==> config.mk <==
export PLATFORM = sky130hd
export DESIGN_NAME = jump_resolver
export DESIGN_NICKNAME = d
export VERILOG_FILES = /design/src/rtl/jr_pkg.sv /design/src/rtl/jr_abs_target.sv /design/src/rtl/jr_rel_target.sv /design/src/rtl/jr_cond_eval.sv /design/src/rtl/jump_resolver.sv
export SDC_FILE = /design/constraint.sdc
export NUM_CORES = 1
export LEC_CHECK = 0
export ABC_AREA = 1
export CELL_PAD_IN_SITES_DETAIL_PLACEMENT = 1
export CELL_PAD_IN_SITES_GLOBAL_PLACEMENT = 2
export CORE_AREA = 2 2 98 100
export CTS_BUF_LIST = sky130_fd_sc_hd__clkbuf_4
export CTS_CLUSTER_DIAMETER = 80
export DETAILED_ROUTE_END_ITERATION = 12
export DIE_AREA = 0 0 100 102
export DONT_BUFFER_PORTS = 1
export GPL_TIMING_DRIVEN = 0
export PLACE_DENSITY = 0.75
export SLEW_MARGIN = 20
export SYNTH_ARGS = -nofsm -noshare
export SYNTH_HDL_FRONTEND = slang
export SYNTH_SLANG_ARGS = --single-unit
==> constraint.sdc <==
create_clock -name clk -period 2.4 [get_ports clk]
set_input_delay 0.12 -clock clk [delete_from_list [all_inputs] [get_ports clk]]
set_output_delay 0.12 -clock clk [all_outputs]
set_load 0.05 [all_outputs]
==> src/rtl/jr_pkg.sv <==
package jr_pkg;
  localparam int INSN_W = 32;
  localparam logic [3:0] OP_JUMP = 4'd8;
  localparam logic [2:0] SUB_ABS = 3'd0;
  localparam logic [2:0] SUB_REL = 3'd1;
  localparam logic [2:0] CC_ALWAYS = 3'd0;
  localparam logic [2:0] CC_ZERO   = 3'd1;
  localparam logic [2:0] CC_OVF    = 3'd2;
  localparam int ABS_ADDR_W = 11;
  localparam int REL_MAG_W  = 7;
  localparam int REL_IMM_W  = 16;
  localparam int RSEL_W     = 2;

  typedef enum logic [1:0] {
    KIND_NONE = 2'd0,
    KIND_ABS  = 2'd1,
    KIND_REL  = 2'd2
  } jump_kind_e;
endpackage

==> src/rtl/jr_abs_target.sv <==
module jr_abs_target #(
  parameter int PC_W     = 11,
  parameter int DATA_W   = 16,
  parameter int NUM_REGS = 4
) (
  input  logic [jr_pkg::INSN_W-1:0]   insn,
  input  logic [NUM_REGS*DATA_W-1:0]  reg_bank,
  output logic [PC_W-1:0]             target
);
  import jr_pkg::*;
  localparam int SEL_W = RSEL_W;

  logic [DATA_W-1:0] regs [NUM_REGS];
  logic [SEL_W-1:0]  rsel;
  logic [DATA_W-1:0] rval;

  for (genvar g = 0; g < NUM_REGS; g++) begin : g_unpack
    assign regs[g] = reg_bank[g*DATA_W +: DATA_W];
  end

  assign rsel = insn[SEL_W-1:0];

  always_comb begin
    rval = '0;
    for (int i = 0; i < NUM_REGS; i++) begin
      if (rsel == SEL_W'(i)) rval = regs[i];
    end
  end

  assign target = insn[21] ? PC_W'(rval) : PC_W'(insn[ABS_ADDR_W+1:2]);
endmodule

==> src/rtl/jr_rel_target.sv <==
module jr_rel_target #(
  parameter int PC_W = 11
) (
  input  logic [jr_pkg::INSN_W-1:0] insn,
  input  logic [PC_W-1:0]           cur_pc,
  output logic [PC_W-1:0]           target
);
  import jr_pkg::*;
  logic [PC_W-1:0] mag;

  assign mag    = PC_W'(insn[17 +: REL_MAG_W]);
  assign target = insn[24] ? (cur_pc - mag) : (cur_pc + mag);
endmodule

==> src/rtl/jr_cond_eval.sv <==
module jr_cond_eval #(
  parameter int DATA_W = 16
) (
  input  logic [jr_pkg::INSN_W-1:0] insn,
  input  logic [DATA_W-1:0]         reg0,
  input  logic                      flag_zero,
  input  logic                      flag_ovf,
  output logic                      abs_fire,
  output logic                      rel_fire
);
  import jr_pkg::*;
  logic [2:0]  cc;
  logic [31:0] lhs, rhs;
  logic        below;

  assign cc = insn[24:22];

  always_comb begin
    unique case (cc)
      CC_ALWAYS: abs_fire = 1'b1;
      CC_ZERO:   abs_fire = flag_zero;
      CC_OVF:    abs_fire = flag_ovf;
      default:   abs_fire = 1'b0;
    endcase
  end

  assign lhs      = 32'(reg0);
  assign rhs      = 32'(insn[REL_IMM_W-1:0]);
  assign below    = lhs < rhs;
  assign rel_fire = insn[16] ? !below : below;
endmodule

==> src/rtl/jump_resolver.sv <==
module jump_resolver #(
  parameter int PC_W     = 11,
  parameter int DATA_W   = 16,
  parameter int NUM_REGS = 4
) (
  input  logic                       clk,
  input  logic                       rst,
  input  logic                       in_valid,
  input  logic [31:0]                insn,
  input  logic [PC_W-1:0]            cur_pc,
  input  logic [NUM_REGS*DATA_W-1:0] reg_bank,
  input  logic                       flag_zero,
  input  logic                       flag_ovf,
  output logic                       out_valid,
  output logic                       taken,
  output logic [PC_W-1:0]            next_pc
);
  import jr_pkg::*;

  jump_kind_e       kind;
  logic [PC_W-1:0]  abs_tgt, rel_tgt, seq_pc;
  logic             abs_fire, rel_fire, fire;
  logic [PC_W-1:0]  pick;

  always_comb begin
    kind = KIND_NONE;
    if (insn[31:28] == OP_JUMP) begin
      if (insn[27:25] == SUB_ABS)      kind = KIND_ABS;
      else if (insn[27:25] == SUB_REL) kind = KIND_REL;
    end
  end

  jr_abs_target #(.PC_W(PC_W), .DATA_W(DATA_W), .NUM_REGS(NUM_REGS)) u_abs (
    .insn(insn), .reg_bank(reg_bank), .target(abs_tgt));

  jr_rel_target #(.PC_W(PC_W)) u_rel (
    .insn(insn), .cur_pc(cur_pc), .target(rel_tgt));

  jr_cond_eval #(.DATA_W(DATA_W)) u_cond (
    .insn(insn), .reg0(reg_bank[DATA_W-1:0]), .flag_zero(flag_zero),
    .flag_ovf(flag_ovf), .abs_fire(abs_fire), .rel_fire(rel_fire));

  assign seq_pc = cur_pc + PC_W'(1);

  always_comb begin
    unique case (kind)
      KIND_ABS: begin fire = abs_fire; pick = abs_tgt; end
      KIND_REL: begin fire = rel_fire; pick = rel_tgt; end
      default:  begin fire = 1'b0;     pick = seq_pc;  end
    endcase
  end

  always_ff @(posedge clk) begin
    if (rst) begin
      out_valid <= 1'b0;
      taken     <= 1'b0;
      next_pc   <= '0;
    end else begin
      out_valid <= in_valid;
      if (in_valid) begin
        taken   <= fire;
        next_pc <= fire ? pick : seq_pc;
      end
    end
  end

  AST_RESULT_FOLLOWS: assert property (@(posedge clk) disable iff (rst)
    in_valid |=> out_valid);
  AST_NO_SPURIOUS: assert property (@(posedge clk) disable iff (rst)
    !in_valid |=> !out_valid);
  AST_FALLTHROUGH: assert property (@(posedge clk) disable iff (rst)
    (out_valid && !taken) |-> next_pc == PC_W'($past(cur_pc) + PC_W'(1)));
  AST_NONJUMP_QUIET: assert property (@(posedge clk) disable iff (rst)
    (out_valid && $past(insn[31:28]) != OP_JUMP) |-> !taken);
  AST_ABS_UNCOND: assert property (@(posedge clk) disable iff (rst)
    (out_valid && $past(kind == KIND_ABS && insn[24:22] == CC_ALWAYS)) |-> taken);
  AST_ABS_IMM_DEST: assert property (@(posedge clk) disable iff (rst)
    (out_valid && taken && $past(kind == KIND_ABS && !insn[21]))
      |-> next_pc == PC_W'($past(insn[12:2])));
  AST_REL_FWD: assert property (@(posedge clk) disable iff (rst)
    (out_valid && taken && $past(kind == KIND_REL && !insn[24]))
      |-> next_pc == PC_W'($past(cur_pc) + PC_W'($past(insn[23:17]))));
endmodule

-- Word level (Yosys, flattened, before mapping)
Index checks and enable logic that the tools add are counted.
Widths: inputs -> output; s select.
- register bits: 13
- latch bits: 0
- RAM bits: 0
- bits in read-only memories: 0
- input port bits: 112
- output and inout bits: 13
- word-level logic and storage cells: 34
- memories kept: 0
- $add $sub $neg: 3
- $mul: 0
- div/mod/pow operators: 0
- $lt $le $gt $ge: 1
- equality and inequality tests: 9
- shifts and indexed selects: 0
- muxes and demuxes: 14
- bitwise gates (word level): 0
- reduce and logical (&&, ||, !) cells: 4
- operators by type and width (operator ; count):
    $mux 11 ; 7
    $pmux 11 s2 ; 1
    $lt 16x16->1 ; 1
    $add 11x1->11 const B ; 1
    $add 11x7->11 ; 1
    $sub 11x7->11 ; 1
    $eq 2x2->1 const B ; 3
    $eq 3x1->1 const B ; 2
    $logic_not 3->1 ; 2
    $mux 2 ; 3
    $eq 2x1->1 const B ; 2
    $eq 4x4->1 const B ; 1
    $eq 3x2->1 const B ; 1
    $pmux 1 s3 ; 1
    $logic_not 2->1 ; 1
    $pmux 1 s2 ; 1
    $logic_not 1->1 ; 1
    $mux 1 ; 1

-- Logic depth before layout (Yosys ltp)
- depth in word-level cells: 8
- mapped depth: 19
- gate-level depth less buffers: 19

-- Hierarchy
Synthesis repeated with hierarchy kept, for this count alone.
- cells, all modules: 485
- area, all modules: 2697.6 µm²
- by module, submodules not included (module ; instances ; cells each ; area each (µm²) ; sequential area each (µm²)):
    jump_resolver ; 1 ; 165 ; 987.2 ; 260.2
    jr_rel_target ; 1 ; 134 ; 775.7 ; 0.0
    jr_abs_target ; 1 ; 112 ; 486.7 ; 0.0
    jr_cond_eval ; 1 ; 74 ; 447.9 ; 0.0

-- Worst setup path before layout
No wires, ideal clock.
- path type: input to register
- start point: in insn[21]
- end point: reg next_pc[10]
- library setup time: 118 ps
- arrival: 2215 ps
- data required time: 2282 ps
- setup slack: 67 ps
- stages: 15
- path buffers: 2
- cells stage by stage: buf_2 -> buf_1 -> nor2_1 -> a21oi_1 -> xor2_1 -> ha_1 -> a21oi_1 -> o21ai_0 -> nand2_1 -> nand3_1 -> or2_0 -> a21oi_1 -> a21oi_2 -> nor2_1 -> nor2_1
- word-level cells in the longest chain between the ends: 4
- elaborated cells on any way between the ends: 6
- those cells by class: add/sub: 2; mux: 4
- RTL lines (item ; line ; text):
    start, declared ; jump_resolver.sv:9 ; input logic [31:0] insn,
    $add 11x7->11 / $sub 11x7->11 (equally long branches) ; jr_rel_target.sv:12 ; assign target = insn[24] ? (cur_pc - mag) : (cur_pc + mag);
    $mux 11 ; jr_rel_target.sv:12 ;
    $pmux 11 s2 (*) ; jump_resolver.sv:46 ; unique case (kind)
    $mux 11 (*) ; jump_resolver.sv:62 ; next_pc <= fire ? pick : seq_pc;
    end signal, assigned ; jump_resolver.sv:62 ;
    end, declared ; jump_resolver.sv:16 ; output logic [PC_W-1:0] next_pc
Mark *: on every way between the ends. The rest lies on a longest branch, timed or not.
A chain may end at the register's enable or synchronous reset.

-- Worst setup path after layout
Same ends and word-level chain as after synthesis.

==> impl_results.md <==
* Outcome: finished, final reports clean
* Comb power frac at 47.2%
* Hold WC Path Type: input pin to flop
* Final hold slack at 58.9 ps
* Final RePlAce weighted congestion at 0.832
* Setup slack, reg-to-reg at 1380 ps
* DRT Wirelength at 8.86 mm
* Async SR Flop Fraction at 0%
* Area growth, synth to finish at 7.28%
* YS warnings at 0
* Initial Util at 27.4%
* Post-route design area at 0.00267 mm2
* First-pass iteration count of the detailed router at 4
* Clock period minus worst slack at 2170 ps
* Synth Register Bits at 13
* Nets@finish at 578
* Full die area at 0.0102 mm2
* GRT Resource Usage Total at 17.7%
* Sequential fraction of design power at 34.8%
* Post-DP Area at 0.00263 mm2
* Worst Reg-to-Reg Cells at 4
* Mapped cell area at 0.00249 mm2
* Via count at 2791
* Largest family of logic cells by synthesized area: simple AND/OR/NAND/NOR gates
* Fmax at 0.460 GHz
* Worst-path maximum fanout at 19
* Crit path launch type: input pin
* Largest net degree at the start of global routing at 20
* Via/cell ratio at 5.09
* Worst R2R Start: taken$_SDFFE_PP0P_
* Port buffer count at 0
* Internal power at 0.000457 W
* Synth Area in Compound Gates at 19.3%
* Worst-skew pair later-pin latency at 280 ps
* Width of the die at 100 um
* Slew Limit Headroom at 65.1%
* Net Sw Frac at 45.7%
* Antenna viol nets, final at 0
* Register area share after synthesis at 10.4%
* Vias in the first global route at 2907
* Synthesized-area fraction occupied by and/or/nand/nor cells at 37.7%
* Critical path arrival at 2360 ps
* Critical path capture point: next_pc[10]$_SDFFE_PP0P_
* Core area at 0.00911 mm2
* CTS buffer count at 3
* Worst Skew at 0 ps
* # DRC at 0
* Routed WL per cell at 16.2 um
* Worst-Margin Slew at 523 ps
* CP required at 2580 ps
* Rows at 35
* Post-synth EDFFs at 0
* Top post-synthesis cells by area: nand2_1 (15%), ha_1 (14%), dfxtp_1 (10%)
* VDD IR max at 0.000126 V
* Slew Limit Fails at 0
* Antenna violations before repair at 0
* RSZ-0062 raised after global routing: false
* Psw at 0.000384 W
* Area leader, netlist: nand2_1
* Clock root cell: clkbuf_4
* WHS Path Cells at 4
* Ant diodes at 0
* Max clock buf depth at 2
* Synth Area in XOR/XNOR at 5.27%
* # IOs at 125
* Initial drt markers at 85
* Clk sink count at 13
* Area share of the leading cell type in the synthesized netlist at 14.9%
* CP Launch Point: insn[21]
* First-pass GRT wire length at 14.5 mm
* Top FF cell, synth: dfxtp_1
* Leakage at 1.40 nW
* Final core occ at 29.4%
* WS Path Type: input pin to flop
* Syn Area/Cell at 5.74 um2
* Crit path capture type: flop
* Mapped Cells at 434
* Reg-to-Reg End: taken$_SDFFE_PP0P_
* Buffer count from post-CTS setup fixing at 0
* PwrDens at 315 mW/mm2
* Grt ovf at 0
* Synth cell types at 37
* Die Y at 102 um
* Clk slew on worst S/H paths at 80 ps
* Synthesized Nets at 574
* Final hold violation count at 0
* Final setup fails at 0
* Adder-Cell Fraction of Synth Area at 14.4%
* TritonCTS clock tree: done
* # Max-Cap Violations at 0
* Mux share of post-synthesis cell area at 0%
* # H-tree levels at 1
* Final worst path period share at 90.6%
* Post-DP HPWL at 7.80 mm
* Clock power frac at 17.9%
* Fraction of layout instances using a drive strength above 1 at 5.72%
-- cell usage after synthesis, types with 4 or more instances --
master and number:
a21oi_1 24, a31oi_1 4, clkbuf_1 4, dfxtp_1 13, ha_1 27, inv_1 64
nand2_1 99, nand3_1 50, nor2_1 49, nor3_1 4, o21ai_0 34, o22ai_1 5
xor2_1 12
-- per-stage QoR --
step	worst slack, ps	TNS, ps	instances	total power, W
2_1_floorplan	66.9	0	434	0.000607
3_3_place_gp	-612	-2240	545	0.000683
3_5_place_dp	-612	-2230	545	0.000695
4_1_cts	92.6	0	548	0.000851
5_1_grt	7.22	0	548	0.000931
6_report	226	0	548	0.000841
-- how the worst min path moves through the flow --
stage                  start                       to  slack (ps)
floorplan           in_valid  next_pc[6]$_SDFFE_PP0P_         330
global placement    in_valid  next_pc[6]$_SDFFE_PP0P_         340
detailed placement  in_valid  next_pc[1]$_SDFFE_PP0P_         360
CTS                 in_valid  next_pc[1]$_SDFFE_PP0P_          60
global route        in_valid  next_pc[1]$_SDFFE_PP0P_          70
finish              in_valid  next_pc[1]$_SDFFE_PP0P_          60
-- layout by cell type (no fill, tap or decap), types with 3 or more instances in the layout --
| cell | n |
|---|---|
| clkbuf_1 | 4 |
| nor2_1 | 49 |
| inv_2 | 3 |
| clkbuf_4 | 5 |
| xor2_1 | 12 |
| nand3_1 | 50 |
| nand4_1 | 3 |
| xnor2_1 | 3 |
| dfxtp_1 | 13 |
| o21bai_1 | 3 |
| inv_1 | 64 |
| o21ai_0 | 34 |
| o22ai_1 | 5 |
| a31oi_1 | 4 |
| ha_1 | 27 |
| nand2_1 | 99 |
| nor3_1 | 4 |
| a21oi_1 | 22 |
| a21oi_2 | 3 |
-- what timing repair did --
item                       CTS  global route
pin swaps                    0             0
hold buffers                 0             0
gates resized for setup      1             4
setup endpoints to repair    5             5
hold endpoints to repair     0             0
-- sequential cells by signal, summed over array words and instances (netlist names) --
signal	cells
out_valid	1
next_pc	11
taken	1
-- power groups by stage --
stage | registers, W | clock network [W] | logic [W]
global placement | 0.000299 | 0 | 0.000385
finish | 0.000293 | 0.000151 | 0.000397
CTS | 0.000294 | 0.000158 | 0.000399
global route | 0.000295 | 0.000171 | 0.000464
detailed placement | 0.000299 | 0 | 0.000396
floorplan | 0.000296 | 0 | 0.000311
-- routing by layer --
layer / up-vias / GRT usage (%) / share of wire [%]
met5: - / 0 / 0
met1: 1282 / 22.7 / 46
met2: 69 / 30.9 / 47
met3: 6 / 5.20 / 7.2
li1: 1434 / - / -
met4: 0 / 0.948 / 0.53
-- worst max-delay path, stage by stage --
cell and delay (ps):
clkbuf_4 240, nor2_1 90, a21oi_2 280, xor2_1 200, ha_1 310, a21oi_1 190, o21ai_0 150, nand2_1 80
nand3_1 80, or2_0 230, a21oi_2 200, a21oi_2 40, nor2_1 110, nor2_1 40
-- final cells by class --
cell class              instances  area (um2)
multi-input cells             342        1920
flip-flops and latches         13         260
inverters                      67         251
clock buffers                   4        30.0
fillers                      1229        6430
plain buffers                  11        70.1
well taps                     111         139
-- cell families (layout without fill, tap and decap cells) --
family,count (synthesis),in the layout
flops,13,13
compound gates,84,84
fa+ha+maj,28,28
simple gates,215,215
buf+inv,79,82
xor+xnor,15,15
No activity file was read; power rests on OpenSTA's default activity.
